File: config.mk
export PLATFORM = sky130hd
export DESIGN_NAME = slot_frame_bridge
export DESIGN_NICKNAME = d
export VERILOG_FILES = /design/src/rtl/sfb_pkg.sv /design/src/rtl/sfb_edge_detect.sv /design/src/rtl/sfb_retimer.sv /design/src/rtl/sfb_fsync_gen.sv /design/src/rtl/sfb_slot_tracker.sv /design/src/rtl/slot_frame_bridge.sv
export SDC_FILE = /design/constraint.sdc
export NUM_CORES = 1
export LEC_CHECK = 0
export BUFFER_PORTS_ARGS = -buffer_cell sky130_fd_sc_hd__buf_2
export CORE_MARGIN = 2
export CORE_UTILIZATION = 48
export DETAILED_ROUTE_END_ITERATION = 8
export GPL_ROUTABILITY_DRIVEN = 0
export PLACE_DENSITY = 0.74
export REMOVE_ABC_BUFFERS = 1
export SLEW_MARGIN = 15
export SYNTH_ARGS = -nofsm -noshare
export SYNTH_HDL_FRONTEND = slang
export SYNTH_SLANG_ARGS = --single-unit
File: constraint.sdc
create_clock -name clk -period 1.7 [get_ports clk]
set_input_delay 0.255 -clock clk [delete_from_list [all_inputs] [get_ports clk]]
set_output_delay 0.255 -clock clk [all_outputs]
set_load 0.01 [all_outputs]
File: src/rtl/sfb_pkg.sv
package sfb_pkg;

   typedef enum logic {
      SLOT_SECONDARY = 1'b0,
      SLOT_PRIMARY   = 1'b1
   } slot_kind_e;

   function automatic int unsigned width_of(input int unsigned count);
      return (count < 2) ? 1 : $clog2(count);
   endfunction

endpackage

File: src/rtl/sfb_edge_detect.sv
module sfb_edge_detect #(
   parameter logic RESET_VAL = 1'b1
) (
   input  logic clk,
   input  logic rst_n,
   input  logic d,
   output logic rise,
   output logic fall
);

   logic d_q;

   always_ff @(posedge clk or negedge rst_n) begin
      if (!rst_n) d_q <= RESET_VAL;
      else        d_q <= d;
   end

   assign rise = d & ~d_q;
   assign fall = ~d & d_q;

endmodule

File: src/rtl/sfb_retimer.sv
module sfb_retimer #(
   parameter bit CAPTURE_ON_RISE = 1'b1
) (
   input  logic clk,
   input  logic rst_n,
   input  logic sclk_rise,
   input  logic sclk_fall,
   input  logic d,
   output logic q
);

   logic take;

   generate
      if (CAPTURE_ON_RISE) begin : g_rise
         assign take = sclk_rise;
      end else begin : g_fall
         assign take = sclk_fall;
      end
   endgenerate

   always_ff @(posedge clk or negedge rst_n) begin
      if (!rst_n)    q <= 1'b0;
      else if (take) q <= d;
   end

   a_r6_r7_hold: assert property (@(posedge clk) disable iff (!rst_n)
      !take |=> $stable(q));

   a_r6_r7_capture: assert property (@(posedge clk) disable iff (!rst_n)
      take |=> (q == $past(d)));

endmodule

File: src/rtl/sfb_fsync_gen.sv
module sfb_fsync_gen #(
   parameter int unsigned LOW_CYCLES = 2,
   localparam int unsigned CNT_W = sfb_pkg::width_of(LOW_CYCLES)
) (
   input  logic clk,
   input  logic rst_n,
   input  logic start,
   output logic fsync_n
);

   logic [CNT_W-1:0] remain;

   generate
      if (LOW_CYCLES < 1) begin : g_bad_low
         $error("sfb_fsync_gen: LOW_CYCLES must be at least 1");
      end
   endgenerate

   always_ff @(posedge clk or negedge rst_n) begin
      if (!rst_n) begin
         fsync_n <= 1'b1;
         remain  <= '0;
      end else if (start) begin
         fsync_n <= 1'b0;
         remain  <= CNT_W'(LOW_CYCLES - 1);
      end else if (!fsync_n) begin
         if (remain == '0) fsync_n <= 1'b1;
         else              remain  <= remain - 1'b1;
      end
   end

   a_r2_low_after_start: assert property (@(posedge clk) disable iff (!rst_n)
      start |=> !fsync_n);

endmodule

File: src/rtl/sfb_slot_tracker.sv
module sfb_slot_tracker #(
   parameter int unsigned SLOT_BITS = 128,
   localparam int unsigned POS_W = sfb_pkg::width_of(SLOT_BITS)
) (
   input  logic             clk,
   input  logic             rst_n,
   input  logic             slot_start,
   input  logic             bit_tick,
   output logic             valid,
   output logic             primary,
   output logic [POS_W-1:0] bit_pos
);
   import sfb_pkg::*;

   localparam logic [POS_W-1:0] LAST_POS = POS_W'(SLOT_BITS - 1);

   slot_kind_e kind;

   always_ff @(posedge clk or negedge rst_n) begin
      if (!rst_n) begin
         valid <= 1'b0;
         kind  <= SLOT_SECONDARY;
      end else if (slot_start) begin
         valid <= 1'b1;
         kind  <= (!valid || kind == SLOT_SECONDARY) ? SLOT_PRIMARY : SLOT_SECONDARY;
      end
   end

   always_ff @(posedge clk or negedge rst_n) begin
      if (!rst_n)             bit_pos <= '0;
      else if (slot_start)    bit_pos <= '0;
      else if (bit_tick)      bit_pos <= (bit_pos == LAST_POS) ? '0 : bit_pos + 1'b1;
   end

   assign primary = (kind == SLOT_PRIMARY);

   a_r8_clear_on_start: assert property (@(posedge clk) disable iff (!rst_n)
      slot_start |=> (bit_pos == '0));

   a_r8_no_tick_hold: assert property (@(posedge clk) disable iff (!rst_n)
      (!slot_start && !bit_tick) |=> $stable(bit_pos));

endmodule

File: src/rtl/slot_frame_bridge.sv
module slot_frame_bridge #(
   parameter int unsigned SLOT_BITS  = 128,
   parameter int unsigned BIT_CLKS   = 2,
   parameter int unsigned FSYNC_BITS = 1,
   localparam int unsigned POS_W = sfb_pkg::width_of(SLOT_BITS)
) (
   input  logic             clk,
   input  logic             rst_n,
   input  logic             port_sclk,
   input  logic             port_lrck,
   input  logic             port_sdout,
   output logic             port_sdin,
   output logic             dev_fsync_n,
   output logic             dev_sdi,
   input  logic             dev_sdo,
   output logic             slot_valid,
   output logic             slot_primary,
   output logic [POS_W-1:0] slot_bit
);

   localparam int unsigned SYNC_CYCLES = FSYNC_BITS * BIT_CLKS;

   generate
      if (BIT_CLKS < 2 || (BIT_CLKS % 2) != 0) begin : g_bad_clks
         $error("slot_frame_bridge: BIT_CLKS must be even and at least 2");
      end
      if (SLOT_BITS < 16) begin : g_bad_slot
         $error("slot_frame_bridge: SLOT_BITS must hold one 16-bit word");
      end
      if (FSYNC_BITS < 1 || FSYNC_BITS >= SLOT_BITS) begin : g_bad_sync
         $error("slot_frame_bridge: FSYNC_BITS must be within one slot");
      end
   endgenerate

   logic sclk_rise, sclk_fall;
   logic lrck_rise, lrck_fall;

   sfb_edge_detect #(.RESET_VAL(1'b1)) u_sclk_edge (
      .clk(clk), .rst_n(rst_n), .d(port_sclk), .rise(sclk_rise), .fall(sclk_fall));

   sfb_edge_detect #(.RESET_VAL(1'b1)) u_lrck_edge (
      .clk(clk), .rst_n(rst_n), .d(port_lrck), .rise(lrck_rise), .fall(lrck_fall));

   sfb_retimer #(.CAPTURE_ON_RISE(1'b1)) u_to_dev (
      .clk(clk), .rst_n(rst_n), .sclk_rise(sclk_rise), .sclk_fall(sclk_fall),
      .d(port_sdout), .q(dev_sdi));

   sfb_retimer #(.CAPTURE_ON_RISE(1'b0)) u_to_port (
      .clk(clk), .rst_n(rst_n), .sclk_rise(sclk_rise), .sclk_fall(sclk_fall),
      .d(dev_sdo), .q(port_sdin));

   sfb_fsync_gen #(.LOW_CYCLES(SYNC_CYCLES)) u_fsync (
      .clk(clk), .rst_n(rst_n), .start(lrck_rise), .fsync_n(dev_fsync_n));

   sfb_slot_tracker #(.SLOT_BITS(SLOT_BITS)) u_slot (
      .clk(clk), .rst_n(rst_n), .slot_start(lrck_rise), .bit_tick(sclk_fall),
      .valid(slot_valid), .primary(slot_primary), .bit_pos(slot_bit));

   a_r2_sync_at_boundary: assert property (@(posedge clk) disable iff (!rst_n)
      lrck_rise |=> !dev_fsync_n);

   a_r3_no_sync_on_fall: assert property (@(posedge clk) disable iff (!rst_n)
      (lrck_fall && dev_fsync_n) |=> dev_fsync_n);

   a_r3_idle_high: assert property (@(posedge clk) disable iff (!rst_n)
      (dev_fsync_n && !lrck_rise) |=> dev_fsync_n);

   a_r4_slot_toggle: assert property (@(posedge clk) disable iff (!rst_n)
      (lrck_rise && slot_valid) |=> (slot_primary != $past(slot_primary)));

   a_r4_slot_hold: assert property (@(posedge clk) disable iff (!rst_n)
      !lrck_rise |=> $stable(slot_primary));

   a_r5_first_primary: assert property (@(posedge clk) disable iff (!rst_n)
      (lrck_rise && !slot_valid) |=> (slot_primary && slot_valid));

   a_r6_forward: assert property (@(posedge clk) disable iff (!rst_n)
      sclk_rise |=> (dev_sdi == $past(port_sdout)));

   a_r7_backward: assert property (@(posedge clk) disable iff (!rst_n)
      sclk_fall |=> (port_sdin == $past(dev_sdo)));

endmodule

==> results of run 1 <==
==> critical path, stage by stage (launching register included) <==
cell and delay [ns]:
dfrtp_1 0.43, ha_1 0.20, nand3b_2 0.12, or3_1 0.36, a21oi_1 0.15
==> cell type report <==
cell class,count,share of cell area (%)
clock inverter,1,0.626
clock buffer,3,2.82
inverter,3,1.41
multi-input combinational,42,32.6
tap,15,2.35
sequential,15,47.4
timing repair buffer,19,12.8
==> metal layers <==
metal	wire, microns	part of all wire (%)	global-route usage [%]	up-vias
li1	-	-	-	261
met5	0	0	0	-
met4	20	1.6	10.0	0
met1	532	44	21.8	255
met2	584	48	32.8	22
met3	75	6.2	4.89	4
==> state kept, by name (all words and copies together), names as in the netlist <==
| signal | cells |
|---|---|
| u_lrck_edge.d_q | 1 |
| u_slot.valid | 1 |
| u_to_dev.q | 1 |
| u_fsync.remain | 1 |
| u_fsync.fsync_n | 1 |
| u_sclk_edge.d_q | 1 |
| u_slot.primary | 1 |
| u_to_port.q | 1 |
| u_slot.bit_pos | 7 |
==> stage by stage <==
stage / util, % / total power, uW
floorplan: - / 482
global placement: 59.3 / 531
detailed placement: 59.3 / 534
CTS: 62.2 / 741
global route: 62.2 / 777
finish: 62.2 / 729
==> cell usage after synthesis, types with 2 or more instances <==
cell       n  area, sq um
nand2_1   10         37.5
dfstp_2    3         78.8
o21ai_0    2         10.0
o211ai_1   2         15.0
dfrtp_1   12          300
or3_1      3         18.8
inv_1      3         11.3
nor2b_1    2         12.5
a21oi_1    5         25.0
nand3_1    3         15.0
==> power by group through the flow <==
stage               sequential [uW]  combinational [uW]  clock (uW)
finish                          420                 107         202
global route                    426                 123         227
CTS                             420                 110         210
detailed placement              427                 108           0
global placement                426                 106           0
floorplan                       437                44.9           0
==> cells by family after synthesis <==
group / share of synthesized area [%]
adder cells (fa/ha/maj): 1.91
buffers and inverters: 2.29
multiplexers: 1.72
AND/OR/NAND/NOR: 20.3
AO/OA/AOI/OAI: 14.5
flip-flops: 57.9
XOR/XNOR: 1.34
==> worst max-delay path by stage <==
stage	to	slack [ns]	depth (start not counted)
after CTS	u_slot.bit_pos[6]	0.36	4
after detailed placement	u_slot.bit_pos[6]	0.41	4
after global placement	u_slot.bit_pos[6]	0.43	4
after floorplan	u_slot.bit_pos[4]	0.40	4
after global routing	u_slot.bit_pos[6]	0.23	4
final	u_slot.bit_pos[6]	0.36	4
==> out/qor.yml, run 1 <==
yosys:
  postSynthAreaPerCell_sq_um: 10.7
  seq_area_frac_synth_pct: 57.9
  syn_area_sq_um: 654
  yosys_most_used_dff: "dfrtp_1"
  synth-seq-cells: 15
  synthArstFlopShare_pct: 100
  ys_warn_count: 0
  synth-edff-count: 0
  synth_cell_types: 26
  syn_inst: 61
power:
  p_sw_uw: 199
  power_density_nw_per_um2: 912
  pwr-share-comb_pct: 14.7
  intPower_uw: 530
  ir_drop_mv: 0.469
  p_clk_share_pct: 27.7
  swShare_pct: 27.3
  pwr-share-seq_pct: 57.6
  leakage_uw: 0.000379
timing:
  setup_viol: 0
  tightest_slew_ns: 0.347
  hold_viol_final: 0
  fin_crit_sh_pct: 78.6
  fmax_mhz: 748
  rsz0062_at_grt: "false"
  tns_ns: 0
  layout_setup_ws_ns: 0.364
  fin_skew_ns: 0.00915
  drv_slew: 0
  hold_slack_ns: 0.0606
  max-slew-margin-rel_pct: 76.8
  fin_crit_ns: 1.34
run:
  cap_violations: 0
floorplan:
  die_h_microns: 40.9
  core_sq_um: 1280
  boundaryPins: 18
  initial_core_util_pct: 50.9
  dieArea_sq_um: 1670
  rows: 13
  die_w_microns: 40.9
min_path:
  hold_depth: 1
  min_to: "u_lrck_edge.d_q"
  min_path_type: "in2reg"
  min-delay-start: "port_lrck"
global_route:
  grt_pass1_vias: 499
  overflow: 0
  antenna_found_initial: 0
  grt_start_max_net_pins: 16
  grt_use_total_pct: 19.2
  grt_pass1_wl_microns: 2050
finish:
  diodes: 0
  final_area_sq_um: 800
  nets: 91
  n_fill_cell: 123
  ff_latch_area_sq_um: 379
  fin_cells: 98
  area_growth_pct: 22.2
  final_cell_mix: "buf_2 (17), dfrtp_1 (12), nand2_1 (10), a21oi_1 (5)"
  multi_input_area_sq_um: 260
  final_common_cell: "buf_2"
  layout-drive-gt1-share_pct: 34.9
clocking:
  hold_buffers: 1
  cts_tree: "done"
  numCtsBuffers: 3
  cts.sinks: 15
  clkTransAtPathRegs_ns: 0.09
  clk_latency_ns: 0.29
  h-tree-depth: 1
  cts_resized: 0
  cts_root_buf: "clkbuf_4"
  clockBufferDepth: 2
  post_cts_buffers: 0
status:
  outcome: "complete, no violations"
detailed_routing:
  drcViolationCount: 0
  num_vias: 542
  drt_iter0_drc: 9
  wl_microns: 1210
  vias_per_cell: 5.53
  dr.pass1.iters: 4
  post_drt_wl_per_cell_microns: 12.4
  ant_nets: 0
setup_path:
  worstPathMaxFanout: 6
  worstSetupEndpointType: "flip-flop"
  cp.arrival_ns: 1.54
  rr_startpoint: "u_slot.bit_pos[0]"
  startpoint_type: "flip-flop"
  rr_worst_depth: 4
  path_class: "reg2reg"
  worstPathRequired_ns: 1.91
  crit_path_start: "u_slot.bit_pos[0]"
  timing.rr.end: "u_slot.bit_pos[6]"
  rrSetupSlack_ns: 0.36
placed_design:
  hpwl_microns: 876
  port_buffers: 17
  dp_cells: 93
  dp_slack_ns: 0.407
  dpl_cell_area_sq_um: 762
Power figures use the tool's default switching activity.
==> run 2, diff against run 1 <==
Settings changed: ABC_AREA set to 1, CORE_UTILIZATION 48 to 45, PLACE_DENSITY 0.74 to 0.72.
Clock period 1.7 ns to 1.2 ns, I/O delays scaled along.
==> out/qor.yml, run 2 <==
detailed_routing:
  ant_nets: 0
  wl_microns: 1430
  post_drt_wl_per_cell_microns: 11.0
  vias_per_cell: 4.78
  dr.pass1.iters: 3
  num_vias: 621
  drt_iter0_drc: 12
  drcViolationCount: 0
clocking:
  h-tree-depth: 1
  clk_latency_ns: 0.28
  clockBufferDepth: 2
  clkTransAtPathRegs_ns: 0.09
  cts_root_buf: "clkbuf_4"
  cts.sinks: 15
  cts_tree: "done"
  numCtsBuffers: 3
global_route:
  grt_use_total_pct: 17.6
  grt_start_max_net_pins: 16
  grt_pass1_vias: 592
  grt_pass1_wl_microns: 2450
  antenna_found_initial: 0
  overflow: 0
power:
  leakage_uw: 0.000524
  power_density_nw_per_um2: 1170
  ir_drop_mv: 0.724
setup_path:
  rr_worst_depth: 8
  rrSetupSlack_ns: 0.07
  path_class: "reg2out"
  timing.rr.end: "u_slot.bit_pos[6]"
  startpoint_type: "flip-flop"
  worstPathMaxFanout: 4
  worstPathRequired_ns: 1.02
  worstSetupEndpointType: "primary output"
  cp.arrival_ns: 0.96
  rr_startpoint: "u_slot.bit_pos[1]"
yosys:
  syn_inst: 89
  synth-seq-cells: 15
  synth_most_common_cell: "nand2_1"
  synth-edff-count: 0
  synthArstFlopShare_pct: 100
  seq_area_frac_synth_pct: 52.4
  synthTopCellsByArea: "dfrtp_1 (42%), nand2_1 (15%), dfstp_2 (11%), inv_1 (8.3%), nor2_1 (4.2%)"
  yosys-top-cells-count: "nand2_1 (29), inv_1 (16), dfrtp_1 (12)"
  synth_top_area_share_pct: 41.5
  postSynthAreaPerCell_sq_um: 8.13
  ys_warn_count: 0
  synth_top_cell_by_area: "dfrtp_1"
  syn_area_sq_um: 723
  synth_cell_types: 18
  yosys_most_used_dff: "dfrtp_1"
finish:
  layout-drive-gt1-share_pct: 31.6
  area_growth_pct: 25.4
  diodes: 0
  final_common_cell: "nand2_1"
  nets: 122
  fin_util_pct: 60.2
  fin_cells: 130
  final_cell_mix: "nand2_1 (29), buf_2 (17), inv_1 (14), dfrtp_1 (12), nor2_1 (8)"
  largest_register_ffs: 7
  top_register: "u_slot.bit_pos"
floorplan:
  dieArea_sq_um: 1940
  die_h_microns: 44.1
  rows: 14
  core_sq_um: 1510
  initial_core_util_pct: 48.0
  boundaryPins: 18
  die_w_microns: 44.1
timing:
  max-slew-margin-rel_pct: 78.3
  tns_ns: 0
  fin_crit_ns: 1.14
  setup_viol: 0
  hold_slack_ns: 0.0198
  hold_viol_final: 0
  tightest_slew_ns: 0.325
  fin_skew_ns: 0.00672
  layout_setup_ws_ns: 0.0579
  drv_slew: 0
  fmax_mhz: 876
  rsz0062_at_grt: "true"
  fin_crit_sh_pct: 95.2
placed_design:
  dp_slack_ns: 0.0418
  dp_cells: 122
  hpwl_microns: 1050
  port_buffers: 17
run:
  cap_violations: 0
min_path:
  min_to: "u_lrck_edge.d_q"
  min_path_type: "in2reg"
  min-delay-start: "port_lrck"
  hold_depth: 1
status:
  outcome: "complete, no violations"
run 2: what timing repair did:
item	CTS	global route
hold buffers	2	0
resized for setup	0	8
hold endpoints to repair	13	0
setup endpoints to repair	0	5
setup buffers	0	2
run 2: area by class of cell:
| cell class | instances | area [sq um] |
|---|---|---|
| clock buffer | 4 | 26.3 |
| tap | 16 | 20.0 |
| fill | 152 | 599 |
| multi-input combinational | 56 | 288 |
| inverter | 17 | 63.8 |
| sequential | 15 | 379 |
| timing repair buffer | 22 | 130 |
run 2: power by group:
part | internal [uW] | switching, uW | total, uW
logic | 83.6 | 111 | 195
registers | 553 | 25.9 | 579
clock network | 129 | 156 | 285
total | 766 | 293 | 1060
run 2: how the worst max path moves through the flow:
stage                       from           endpoint  slack [ns]
2_1_floorplan  u_slot.bit_pos[0]  u_slot.bit_pos[4]        0.08
3_3_place_gp     u_lrck_edge.d_q  u_slot.bit_pos[3]        0.06
3_5_place_dp     u_lrck_edge.d_q  u_slot.bit_pos[3]        0.04
4_1_cts          u_lrck_edge.d_q  u_slot.bit_pos[3]        0.03
5_1_grt        u_slot.bit_pos[1]  u_slot.bit_pos[6]       -0.04
6_report       u_slot.bit_pos[0]        slot_bit[0]        0.06
run 2: cell families (layout without fill, tap and decap cells):
| kind of cell | after synthesis | in the layout | synth area share [%] |
|---|---|---|---|
| and+or+nand+nor | 49 | 49 | 30.4 |
| adders and majority gates | 1 | 1 | 1.73 |
| buffers and inverters | 18 | 43 | 10.4 |
| muxes | 1 | 1 | 1.56 |
| AOI/OAI and AO/OA | 5 | 5 | 3.46 |
| DFF | 15 | 15 | 52.4 |
run 2: metal layers:
layer  GRT usage [%]  routed length (microns)  up-vias
li1                -                        -      318
met1            21.4                      593      289
met2            28.5                      760       11
met3            7.35                       65        3
met4            5.45                       11        0
met5               0                        0        -
run 2: metrics by stage:
step	instance area, sq um	total power [uW]
floorplan	712	679
global placement	825	752
detailed placement	825	760
CTS	871	1050
global route	907	1120
finish	907	1060
run 2: worst max-delay path: stages (launching register included):
cell and delay (ns):
dfrtp_1 0.40, buf_4 0.15, buf_2 0.13
==> run 3, diff against run 2 <==
Settings changed: CORE_UTILIZATION 45 to 53, PLACE_DENSITY 0.72 to 0.81.
Clock period 1.2 ns to 1.4 ns, I/O delays scaled along.
==> out/qor.yml, run 3 (synthesis gave the netlist of run 2 again) <==
status:
  outcome: "complete, no violations"
global_route:
  overflow: 0
  grt_pass1_wl_microns: 2080
  grt_pass1_vias: 513
  grt_start_max_net_pins: 16
  antenna_found_initial: 0
  grt_use_total_pct: 20.1
finish:
  top_register: "u_slot.bit_pos"
  area_growth_pct: 17.8
  nets: 118
  largest_register_ffs: 7
  final_common_cell: "nand2_1"
  n_fill_cell: 117
  diodes: 0
  fin_cells: 125
  layout-drive-gt1-share_pct: 27.3
  final_cell_mix: "nand2_1 (29), buf_2 (17), inv_1 (16), dfrtp_1 (12), nor2_1 (8)"
  final_area_sq_um: 852
  fin_util_pct: 66.3
floorplan:
  initial_core_util_pct: 56.3
  core_sq_um: 1280
  rows: 13
  die_w_microns: 40.9
  boundaryPins: 18
  dieArea_sq_um: 1680
  die_h_microns: 40.9
timing:
  tightest_slew_ns: 0.330
  tns_ns: 0
  hold_viol_final: 0
  max-slew-margin-rel_pct: 78.0
  drv_slew: 0
  fin_skew_ns: 0.00580
  fin_crit_ns: 1.18
  rsz0062_at_grt: "false"
  setup_viol: 0
  fin_crit_sh_pct: 84.5
  fmax_mhz: 845
clocking:
  cts.sinks: 15
  cts_resized: 0
  clkTransAtPathRegs_ns: 0.09
  cts_tree: "done"
  h-tree-depth: 1
  cts_root_buf: "clkbuf_4"
  numCtsBuffers: 3
  clk_latency_ns: 0.29
  clockBufferDepth: 2
power:
  intPower_uw: 638
  p_sw_uw: 246
  power_density_nw_per_um2: 1040
  ir_drop_mv: 0.606
  swShare_pct: 27.8
  power.total_uw: 884
  pwr-share-comb_pct: 15.5
  leakage_uw: 0.000478
  p_clk_share_pct: 28.3
  pwr-share-seq_pct: 56.3
detailed_routing:
  ant_nets: 0
  num_vias: 599
  drt_iter0_drc: 9
  dr.pass1.iters: 4
  drcViolationCount: 0
  vias_per_cell: 4.79
  post_drt_wl_per_cell_microns: 10.6
  wl_microns: 1320
min_path:
  hold_depth: 1
  min-delay-start: "port_sclk"
  min_path_type: "in2reg"
  min_to: "u_sclk_edge.d_q"
setup_path:
  cp.arrival_ns: 1.37
  rr_worst_depth: 6
  worstPathMaxFanout: 5
  worstPathRequired_ns: 1.59
  path_class: "reg2reg"
  rrSetupSlack_ns: 0.22
  startpoint_type: "flip-flop"
  timing.rr.end: "u_slot.bit_pos[4]"
  cp_common_cell: "nand2_1"
  cpPeakStageDelay_ns: 0.41
  rr_startpoint: "u_slot.bit_pos[0]"
  worstSetupEndpointType: "flip-flop"
  path_cells: "ha_1 -> nand2_1 -> nor3_2 -> nand2_1 -> nand2_1 -> nor2_1"
  critPathSlowestCell: "dfrtp_1"
run:
  cap_violations: 0
placed_design:
  dpl_cell_area_sq_um: 816
  hpwl_microns: 1010
  port_buffers: 17
  dp_cells: 120
[run 3: power groups by stage]
stage	registers [uW]	clock network, uW	logic [uW]
floorplan	519	0	63.7
global placement	504	0	134
detailed placement	506	0	138
CTS	498	255	140
global route	504	267	159
finish	498	250	137
[run 3: area by class of cell]
cell class                      count  area, sq um  area share (%)
Inverter                           17         63.8            7.49
Tap cell                           15         18.8            2.20
Clock buffer                        4         26.3            3.08
Multi-Input combinational cell     56          269            31.6
Timing Repair Buffer               18         95.1            11.2
Sequential cell                    15          379            44.5
[run 3: worst max-delay path by stage]
stage / endpoint / start
2_1_floorplan: u_slot.bit_pos[4] / u_slot.bit_pos[0]
3_3_place_gp: u_slot.bit_pos[3] / u_lrck_edge.d_q
3_5_place_dp: u_slot.bit_pos[3] / u_lrck_edge.d_q
4_1_cts: u_slot.bit_pos[4] / u_slot.bit_pos[0]
5_1_grt: u_slot.bit_pos[5] / u_slot.bit_pos[0]
6_report: u_slot.bit_pos[4] / u_slot.bit_pos[0]
[run 3: critical path: cells and delay by family, from the launching register on]
kind,cells,cell delay (ns)
DFF,1,0.41
adders and majority gates,1,0.19
and+or+nand+nor,5,0.49
[run 3: timing repair]
action / in CTS / in global routing
buffers inserted: 0 / 0
hold buffers: 1 / 0
endpoints found under the hold margin: 12 / 0
[run 3: routing by layer]
layer  vias to the layer above  part of all wire, %  global-route usage (%)
li1                        311                    -                       -
met1                       272                   44                    23.7
met2                        11                   49                    32.4
met3                         5                  3.7                    3.26
met4                         0                  3.1                    15.0
met5                         -                    0                       0
[run 3: through the flow]
| step | worst slack (ns) | hold slack (ns) |
|---|---|---|
| 6_report | 0.217 | 0.0223 |
| 5_1_grt | 0.0809 | 0.0200 |
| 4_1_cts | 0.222 | 0.0240 |
| 3_5_place_dp | 0.245 | 0.128 |
| 3_3_place_gp | 0.269 | 0.128 |
| 2_1_floorplan | 0.278 | -0.0856 |
